### src/rtl/regwin_pkg.sv
package regwin_pkg;

    localparam int WORD_BYTES = 4;
    localparam int DATA_W     = 8 * WORD_BYTES;
    localparam int ADDR_W     = 7;
    localparam int SIZE_W     = 3;

    typedef enum logic [1:0] {
        TGT_CORE = 2'd0,
        TGT_DMA  = 2'd1,
        TGT_CTRL = 2'd2,
        TGT_HOLE = 2'd3
    } tgt_e;

    typedef struct packed {
        tgt_e              tgt;
        logic [ADDR_W-3:0] idx;
        logic [1:0]        off;
        logic              legal;
        logic              widen;
    } dec_t;

    typedef enum logic {
        ST_IDLE  = 1'b0,
        ST_MERGE = 1'b1
    } st_e;

    function automatic logic [DATA_W-1:0] lane_mask(input logic [1:0] off,
                                                    input logic [SIZE_W-1:0] size);
        logic [DATA_W-1:0] m;
        m = '0;
        for (int b = 0; b < WORD_BYTES; b++) begin
            if (b >= int'(off) && b < int'(off) + int'(size))
                m[b*8 +: 8] = 8'hFF;
        end
        return m;
    endfunction

    function automatic logic [DATA_W-1:0] place_bytes(input logic [DATA_W-1:0] data,
                                                      input logic [1:0] off);
        return data << (8 * int'(off));
    endfunction

endpackage

### src/rtl/regwin_decode.sv
module regwin_decode
    import regwin_pkg::*;
#(
    parameter int CORE_WORDS = 16,
    parameter int DMA_WORDS  = 8,
    parameter int CTRL_ADDR  = 112
) (
    input  logic [ADDR_W-1:0] addr,
    input  logic [SIZE_W-1:0] size,
    input  logic              we,
    output dec_t              dec
);
    localparam int CORE_END = CORE_WORDS * WORD_BYTES;
    localparam int DMA_END  = CORE_END + DMA_WORDS * WORD_BYTES;

    logic [ADDR_W-1:0] word_addr;
    logic [ADDR_W-1:0] dma_rel;
    logic [2:0]        span;

    always_comb begin
        word_addr = {addr[ADDR_W-1:2], 2'b00};
        dma_rel   = addr - ADDR_W'(CORE_END);
        span      = {1'b0, addr[1:0]} + size;
        dec       = '0;
        dec.off   = addr[1:0];
        dec.legal = (size != '0) && (size <= SIZE_W'(WORD_BYTES)) && (span <= 3'd4);
        if (int'(addr) < CORE_END) begin
            dec.tgt = TGT_CORE;
            dec.idx = addr[ADDR_W-1:2];
        end else if (int'(addr) < DMA_END) begin
            dec.tgt = TGT_DMA;
            dec.idx = dma_rel[ADDR_W-1:2];
        end else if (int'(word_addr) == CTRL_ADDR) begin
            dec.tgt = TGT_CTRL;
            dec.idx = '0;
        end else begin
            dec.tgt = TGT_HOLE;
            dec.idx = '0;
        end
        dec.widen = we && ((size != SIZE_W'(WORD_BYTES)) || (addr[1:0] != 2'b00));
    end
endmodule

### src/rtl/regwin_lanes.sv
module regwin_lanes
    import regwin_pkg::*;
(
    input  logic [DATA_W-1:0] base_word,
    input  logic [DATA_W-1:0] read_word,
    input  logic [DATA_W-1:0] wdata,
    input  logic [1:0]        off,
    input  logic [SIZE_W-1:0] size,
    output logic [DATA_W-1:0] merged,
    output logic [DATA_W-1:0] extracted
);
    logic [DATA_W-1:0] mask_at;
    logic [DATA_W-1:0] mask_low;

    always_comb begin
        mask_at   = lane_mask(off, size);
        mask_low  = lane_mask(2'b00, size);
        merged    = (base_word & ~mask_at) | (place_bytes(wdata, off) & mask_at);
        extracted = (read_word >> (8 * int'(off))) & mask_low;
    end
endmodule

### src/rtl/regwin_bridge.sv
module regwin_bridge
    import regwin_pkg::*;
#(
    parameter int CORE_WORDS = 16,
    parameter int DMA_WORDS  = 8,
    parameter int CTRL_ADDR  = 112,
    parameter int MODE_BIT   = 24,
    localparam int CORE_IW   = $clog2(CORE_WORDS),
    localparam int DMA_IW    = $clog2(DMA_WORDS)
) (
    input  logic               clk,
    input  logic               rst,
    input  logic               host_req,
    input  logic               host_we,
    input  logic [6:0]         host_addr,
    input  logic [2:0]         host_size,
    input  logic [31:0]        host_wdata,
    output logic [31:0]        host_rdata,
    output logic               host_ready,
    output logic               host_err,
    output logic [CORE_IW-1:0] core_idx,
    input  logic [31:0]        core_rdata,
    output logic               core_rd,
    output logic               core_wr,
    output logic [31:0]        core_wdata,
    output logic [DMA_IW-1:0]  dma_idx,
    input  logic [31:0]        dma_rdata,
    output logic               dma_rd,
    output logic               dma_wr,
    output logic [31:0]        dma_wdata,
    output logic               ctl_status_clear
);
    localparam int CORE_END = CORE_WORDS * WORD_BYTES;

    dec_t              dec;
    st_e               st_q, st_d;
    logic [DATA_W-1:0] hold_q;
    logic [DATA_W-1:0] ctl_q;
    logic [DATA_W-1:0] src_word;
    logic [DATA_W-1:0] merged;
    logic [DATA_W-1:0] extracted;
    logic [DATA_W-1:0] wr_word;
    logic              ctl_wr;
    logic              capture;

    regwin_decode #(
        .CORE_WORDS(CORE_WORDS),
        .DMA_WORDS (DMA_WORDS),
        .CTRL_ADDR (CTRL_ADDR)
    ) u_decode (
        .addr(host_addr),
        .size(host_size),
        .we  (host_we),
        .dec (dec)
    );

    always_comb begin
        unique case (dec.tgt)
            TGT_CORE: src_word = core_rdata;
            TGT_DMA:  src_word = dma_rdata;
            TGT_CTRL: src_word = ctl_q;
            default:  src_word = '0;
        endcase
    end

    regwin_lanes u_lanes (
        .base_word(hold_q),
        .read_word(src_word),
        .wdata    (host_wdata),
        .off      (dec.off),
        .size     (host_size),
        .merged   (merged),
        .extracted(extracted)
    );

    assign core_idx   = dec.idx[CORE_IW-1:0];
    assign dma_idx    = dec.idx[DMA_IW-1:0];
    assign core_wdata = wr_word;
    assign dma_wdata  = wr_word;

    always_comb begin
        st_d       = st_q;
        host_ready = 1'b0;
        host_err   = 1'b0;
        host_rdata = '0;
        core_rd    = 1'b0;
        dma_rd     = 1'b0;
        core_wr    = 1'b0;
        dma_wr     = 1'b0;
        ctl_wr     = 1'b0;
        capture    = 1'b0;
        wr_word    = host_wdata;
        if (st_q == ST_MERGE) begin
            host_ready = 1'b1;
            wr_word    = merged;
            core_wr    = (dec.tgt == TGT_CORE);
            dma_wr     = (dec.tgt == TGT_DMA);
            ctl_wr     = (dec.tgt == TGT_CTRL);
            st_d       = ST_IDLE;
        end else if (host_req) begin
            if (!dec.legal) begin
                host_ready = 1'b1;
                host_err   = 1'b1;
            end else if (!host_we) begin
                host_ready = 1'b1;
                host_rdata = extracted;
                core_rd    = (dec.tgt == TGT_CORE);
                dma_rd     = (dec.tgt == TGT_DMA);
            end else if (dec.tgt == TGT_HOLE) begin
                host_ready = 1'b1;
            end else if (dec.widen) begin
                capture = 1'b1;
                st_d    = ST_MERGE;
            end else begin
                host_ready = 1'b1;
                core_wr    = (dec.tgt == TGT_CORE);
                dma_wr     = (dec.tgt == TGT_DMA);
                ctl_wr     = (dec.tgt == TGT_CTRL);
            end
        end
    end

    always_ff @(posedge clk) begin
        if (rst) begin
            st_q   <= ST_IDLE;
            hold_q <= '0;
            ctl_q  <= '0;
        end else begin
            st_q <= st_d;
            if (capture) hold_q <= src_word;
            if (ctl_wr)  ctl_q  <= wr_word;
        end
    end

    assign ctl_status_clear = ctl_q[MODE_BIT];

    // Guards
    AST_STROBE_ONEHOT: assert property (@(posedge clk) disable iff (rst)
        $onehot0({core_rd, dma_rd, core_wr, dma_wr}));

    AST_CORE_RANGE: assert property (@(posedge clk) disable iff (rst)
        (core_wr || core_rd) |-> (int'(host_addr) < CORE_END));

    AST_DMA_RANGE: assert property (@(posedge clk) disable iff (rst)
        (dma_wr || dma_rd) |-> (int'(host_addr) >= CORE_END));

    AST_MODE_STABLE: assert property (@(posedge clk) disable iff (rst)
        !ctl_wr |=> $stable(ctl_status_clear));

    AST_HOLE_QUIET: assert property (@(posedge clk) disable iff (rst)
        (host_req && st_q == ST_IDLE && dec.tgt == TGT_HOLE)
        |-> (host_rdata == '0 && !core_wr && !dma_wr && host_ready));

    AST_REJECT_QUIET: assert property (@(posedge clk) disable iff (rst)
        host_err |-> (!core_wr && !dma_wr && !core_rd && !dma_rd && host_rdata == '0));

    AST_WIDEN_STALL: assert property (@(posedge clk) disable iff (rst)
        (st_q == ST_IDLE && host_req && host_we && dec.legal && dec.widen && dec.tgt != TGT_HOLE)
        |-> !host_ready);

    AST_WIDEN_ISSUE: assert property (@(posedge clk) disable iff (rst)
        (st_q == ST_IDLE && host_req && host_we && dec.legal && dec.widen && dec.tgt != TGT_HOLE)
        |=> (host_ready && (core_wr || dma_wr || ctl_wr)));

    AST_IDLE_NOT_READY: assert property (@(posedge clk) disable iff (rst)
        (!host_req && st_q == ST_IDLE) |-> !host_ready);
endmodule

### config.mk
export PLATFORM = sky130hd
export DESIGN_NAME = regwin_bridge
export DESIGN_NICKNAME = d
export VERILOG_FILES = /design/src/rtl/regwin_pkg.sv /design/src/rtl/regwin_decode.sv /design/src/rtl/regwin_lanes.sv /design/src/rtl/regwin_bridge.sv
export SDC_FILE = /design/constraint.sdc
export NUM_CORES = 1
export LEC_CHECK = 0
export BUFFER_PORTS_ARGS = -buffer_cell sky130_fd_sc_hd__buf_2
export CAP_MARGIN = 40
export CORE_UTILIZATION = 49
export DETAILED_ROUTE_END_ITERATION = 10
export PLACE_DENSITY = 0.82
export SYNTH_ARGS = -nofsm -noshare
export SYNTH_HDL_FRONTEND = slang
export SYNTH_SLANG_ARGS = --single-unit
### constraint.sdc
create_clock -name clk -period 4.9 [get_ports clk]
set_input_delay 0.98 -clock clk [delete_from_list [all_inputs] [get_ports clk]]
set_output_delay 0.98 -clock clk [all_outputs]
set_load 0.02 [all_outputs]
== Yosys cells after proc, flatten, opt, wreduce, memory -nomap -nowiden ==
Cells that the tools add are included.
Storage, ports and cells
  flip-flop bits (word level): 65
  input bits: 110
  output and inout bits: 110
  logic and storage cells: 101
Operators by class
  $add $sub $neg: 3
  order comparisons: 15
  equal/unequal tests: 5
  shift-type cells: 2
  muxes and demuxes: 58
  bitwise logic cells: 5
  reductions and logical operators: 10
Operator list (number)
  two-way mux 32 bit: 5
  bitwise AND 32 bit: 3
  case mux 32 bit (3 select lines): 1
  < comparator 3 x 32 -> 1 bit, first input constant: 2
  two-way mux 8 bit: 8
  two-way mux 1 bit: 41
  < comparator 2 x 32 -> 1 bit, first input constant: 1
  inverter 32 bit: 1
  OR 32 bit: 1
  left shift 32 x 5 -> 32 bit: 1
  >> shifter 32 x 5 -> 32 bit: 1
  < comparator 7 bit, second input constant: 2
  two-way mux 7 bit: 2
  subtractor 7 bit, second input constant: 1
  <= comparator 3 bit, second input constant: 2
  logical AND 1 bit: 6
  < comparator 1 x 3 -> 1 bit, first input constant: 2
  < comparator 2 x 3 -> 1 bit, first input constant: 2
  two-way mux 6 bit: 1
  == test 5 x 3 -> 1 bit, second input constant: 1
  adder 2 x 3 -> 4 bit: 1
  == test 2 bit, second input constant: 2
  greater-or-equal comparator 1 x 2 -> 1 bit, first input constant: 2
  < comparator 1 x 4 -> 1 bit, first input constant: 1
  8 further kinds: 8

== Logic depth before layout (Yosys ltp) ==
  word-level depth: 12
  gate-level depth with buffers: 11
  gate-level depth less buffers: 8

== By module ==
From an unflattened synthesis, not the netlist that was laid out.
Unflattened totals
  cell total of the unflattened synthesis: 729
  area, all modules: 6080.8 sq um
By module, submodules not included
  regwin_bridge: instances 1, cells an instance 489, area each 4376.7 sq um, sequential area each 1301.2 sq um
  regwin_lanes: instances 1, cells an instance 216, area each 1541.5 sq um, sequential area each 0.0 sq um
  regwin_decode: instances 1, cells an instance 24, area each 162.7 sq um, sequential area each 0.0 sq um

== Worst setup path before layout ==
No wires, ideal clock.
  kind: input to output
  from: input port host_addr[1]
  to: output port host_rdata[16]
  data arrival time: 3521 ps
  data required time: 3920 ps
  setup slack: 399 ps
  cell stages on the path: 9
  buffers on the path: 2
  cell sequence: clkbuf_1 -> inv_1 -> fa_1 -> nand2b_2 -> a211o_1 -> a211o_1 -> or3_1 -> buf_2 -> nor2_1
Between the ends
  word-level cells in the longest chain between the ends: 11
  elaborated cells on any way between the ends: 17
  those cells by class: add/sub: 1; order compare: 3; eq/ne: 2; shift: 1; mux: 7; bitwise: 1; reduce/logical: 2
RTL lines
  start: declaration: line regwin_bridge.sv:15  | input logic [6:0] host_addr,
  < comparator 7 bit: line regwin_decode.sv:30  | end else if (int'(addr) < DMA_END) begin
  two-way mux 7 bit: line regwin_decode.sv:30
  two-way mux 7 bit: line regwin_decode.sv:27  | if (int'(addr) < CORE_END) begin
  == test 2 bit, or another cell as far along: line regwin_bridge.sv:58  | unique case (dec.tgt)
  case mux 32 bit (3 select lines): line regwin_bridge.sv:58
  >> shifter 32 x 5 -> 32 bit: line regwin_lanes.sv:19  | extracted = (read_word >> (8 * int'(off))) & mask_low;
  bitwise AND 32 bit: line regwin_lanes.sv:19
  two-way mux 32 bit: line regwin_bridge.sv:104  | end else if (!host_we) begin
  two-way mux 32 bit *: line regwin_bridge.sv:101  | if (!dec.legal) begin
  two-way mux 32 bit *: line regwin_bridge.sv:100  | end else if (host_req) begin
  two-way mux 32 bit *: line regwin_bridge.sv:93  | if (st_q == ST_MERGE) begin
  end: declaration: line regwin_bridge.sv:18  | output logic [31:0] host_rdata,
Every way passes the cells marked *; elsewhere a longest branch is shown, timed or not.

== Final worst setup path ==
  from: input port host_addr[1]
  to: output port host_rdata[18]
Same word-level chain as after synthesis.

==> metrics.csv <==
metric;value;unit
highest metal used;met4;
sequential share of power;0.350;
via count;6350;
max-cap violations;0;
Fin. Hold Viols;0;
GPL Wtd Cong;0.977;
top cell type's share of synthesized area;0.250;
cells after synthesis;670;
CP endpoint kind;primary output;
total track usage;0.373;
Synth Register Bits;65;
Clock power frac;0.350;
pwr/cell area;247;nW/µm²
routed wl met3;2.86;mm
Reg clk slew, reported paths;70;ps
CTS root buf;clkbuf_8;
CTS tree;done;
leakage power;2.70;nW
Final Max Slew Viols;0;
Area Growth Syn to Fin;21.9;%
first-iteration detailed-routing DRC count;838;
cell area after synthesis;5200;µm²
total grt overflow;0;
register area share after synthesis;0.250;
H-tree levels;3;
Arrival @ worst endpoint;3730;ps
Bufs and invs on worst path;3;
initial antenna violation count;0;
Critical Path Start Type;input pin;
Tcrit/Tclk final;0.961;
CTS Hold Bufs;0;
worst slew pin tran;1000;ps
Mean Syn Cell Area;7.76;µm²
WS Path Type;in2out;
hold path start;ctl_q[6]$_SDFFE_PP0P_;
row count;37;
DIE WIDTH;105;µm
via density per instance;6.61;
Synth area leaders;dfxtp_1 (25%), a221o_1 (6.2%), nor2b_1 (5.8%);
combinational share of power;0.300;
sw frac;0.350;
Tot Pwr;1.56;mW
setup TNS;0;ps
CTS-repair resized insts;0;
final WL;21.0;mm
WL per Instance;21.8;µm
Die Ht;105;µm
RSZ-0062 raised after global routing;no;
FFs w/ async S/R, synth;0;
met2 WL post-DR;9.29;mm
Slew headroom;0.326;
syn nets;783;
die area;11000;µm²
dominant synthesized flop cell;dfxtp_1;
Crit path required time;3920;ps
Yosys warning count;0;
filler cell count;971;
area leader, netlist;dfxtp_1;
hold crit path type;reg2reg;
launching point of the worst reg2reg path;st_q$_SDFF_PP0_;
nets@finish;933;
Residual DRC;0;
CP Launch Point;host_addr[1];
number of global-route vias before repair;5840;
IO buf count;219;
Max Clock Skew;13.8;ps
cell internal pwr;1.02;mW
first-pass GRT wire length;31.9;mm
worst vdd ir;0.000143;V
clk_lat worst skew;350;ps
largest net degree at the start of global routing;66;
critical-path cell list;buf_2 > inv_1 > fa_1 > nand2b_2 > a211o_1 > a211o_1 > or3_1 > nor2_1 > buf_2;
slowest CP cell;fa_1;
Post-CTS Setup Bufs;0;
Post-DP HPWL;15.0;mm
IO Pins;220;
wl on met1;7.77;mm
Core ar.;10300;µm²
CTS Sinks;65;
delay-heaviest family, CP;simple AND/OR/NAND/NOR gates;
Final setup violation count;0;
status;completed;
f_max;0.212;GHz
crit-path max FO;8;
first-pass iteration count of the detailed router;6;
Yosys cell types;53;
fin crit period;4710;ps
Max clock buf depth;2;
switching pwr;547;µW
EDFF count, synth;0;
antenna diode count;0;
Routed Antenna Nets;0;
fraction of layout instances using a drive strength above 1;0.349;
Initial Utilization;0.503;
total CTS buffers;9;
highest cell delay on the worst timing path;690;ps
-- cells in the final DEF, fill, tap and decap left out, types with 2 or more instances in the layout --
cell,netlist,routed
mux2_2,8,8
a221o_1,32,32
inv_1,21,21
a221oi_1,8,8
nand2_1,52,52
o22ai_1,8,8
o31ai_1,2,2
bufinv_16,0,2
a21oi_1,42,42
nor4_1,34,34
nor3_1,35,35
ha_1,2,2
nor3b_1,11,11
nor2b_2,0,2
buf_4,36,25
a21o_1,2,2
nor2_1,20,20
a211o_1,2,2
and2_1,9,9
nor2b_1,48,45
o21ai_0,8,8
a311oi_2,8,8
buf_2,18,219
o21ai_2,1,2
clkbuf_8,0,11
nand3_1,2,2
a22oi_1,24,24
a31oi_1,40,40
a211oi_1,16,16
a311oi_1,9,9
mux2i_1,24,24
a32oi_1,8,8
nand2b_1,2,2
clkinvlp_4,0,2
nand2b_2,2,2
dfxtp_1,65,65
-- power by group through the flow --
stage                     combinational (mW)  sequential, mW  clock (mW)
after detailed placement               0.452           0.559           0
after CTS                              0.454           0.547       0.543
after global routing                   0.493           0.549       0.566
after floorplan                        0.309           0.557           0
final                                  0.469           0.547       0.548
after global placement                 0.452           0.559           0
-- synthesized netlist by cell type, drive strengths merged (9+ instances only) --
library cell  count
nor3b            11
a21oi            42
nor3             35
a221o            32
buf              61
and2              9
dfxtp            65
nand2            52
nor2b            48
mux2i            24
a311oi           17
a211oi           16
a22oi            24
inv              21
nor2             20
o21ai            11
a31oi            40
nor4             34
clkbuf           45
-- registers in the layout, indices dropped and copies added, names as in the netlist --
register / count
st_q: 1
hold_q: 32
ctl_q: 32
-- final timing paths --
check	end	slack [ps]	cells after the start
max	host_rdata[18]	190	9
min	ctl_q[6]$_SDFFE_PP0P_	520	2
max reg2reg	ctl_q[21]$_SDFFE_PP0P_	2860	6
min reg2reg	ctl_q[6]$_SDFFE_PP0P_	520	2
-- per-layer routing --
layer / up-vias / global-route usage
li1: 2824 / -
met1: 2888 / 0.490
met2: 539 / 0.578
met3: 99 / 0.0736
met4: 0 / 0.196
met5: - / 0
-- per-stage QoR --
step | area, µm² | util | instances | worst slack, ps | hold WS, ps
floorplan | 5200 | - | 670 | 399 | 492
global placement | 6110 | 0.591 | 945 | 278 | 504
detailed placement | 6110 | 0.591 | 945 | 233 | 513
CTS | 6340 | 0.614 | 961 | 217 | 524
global route | 6340 | 0.614 | 961 | 44.2 | 539
finish | 6340 | 0.614 | 961 | 193 | 524
-- worst min-delay path, delay by kind of cell, from the launching register on --
kind	cells	cell delay, ps
compound gates	2	170
flops	1	310
-- logic make-up (layout without fill, tap and decap cells) --
family                   Yosys count  count (layout)  share of synthesized area
AND/OR/NAND/NOR                  220             220                      0.226
flip-flops                        65              65                      0.250
AO/OA/AOI/OAI                    222             222                      0.323
multiplexers                      32              32                     0.0636
buffers and inverters            128             283                      0.129
adder cells (fa/ha/maj)            3               3                    0.00867
-- layout make-up --
| class | instances | area (µm²) | share of cell area |
|---|---|---|---|
| clock inverter | 4 | 75.1 | 0.0118 |
| tap | 136 | 170 | 0.0269 |
| inverter | 22 | 82.6 | 0.0130 |
| multi-input combinational | 477 | 3250 | 0.513 |
| timing repair buffer | 245 | 1300 | 0.206 |
| clock buffer | 12 | 155 | 0.0245 |
| sequential | 65 | 1300 | 0.205 |
Power figures use the tool's default switching activity.
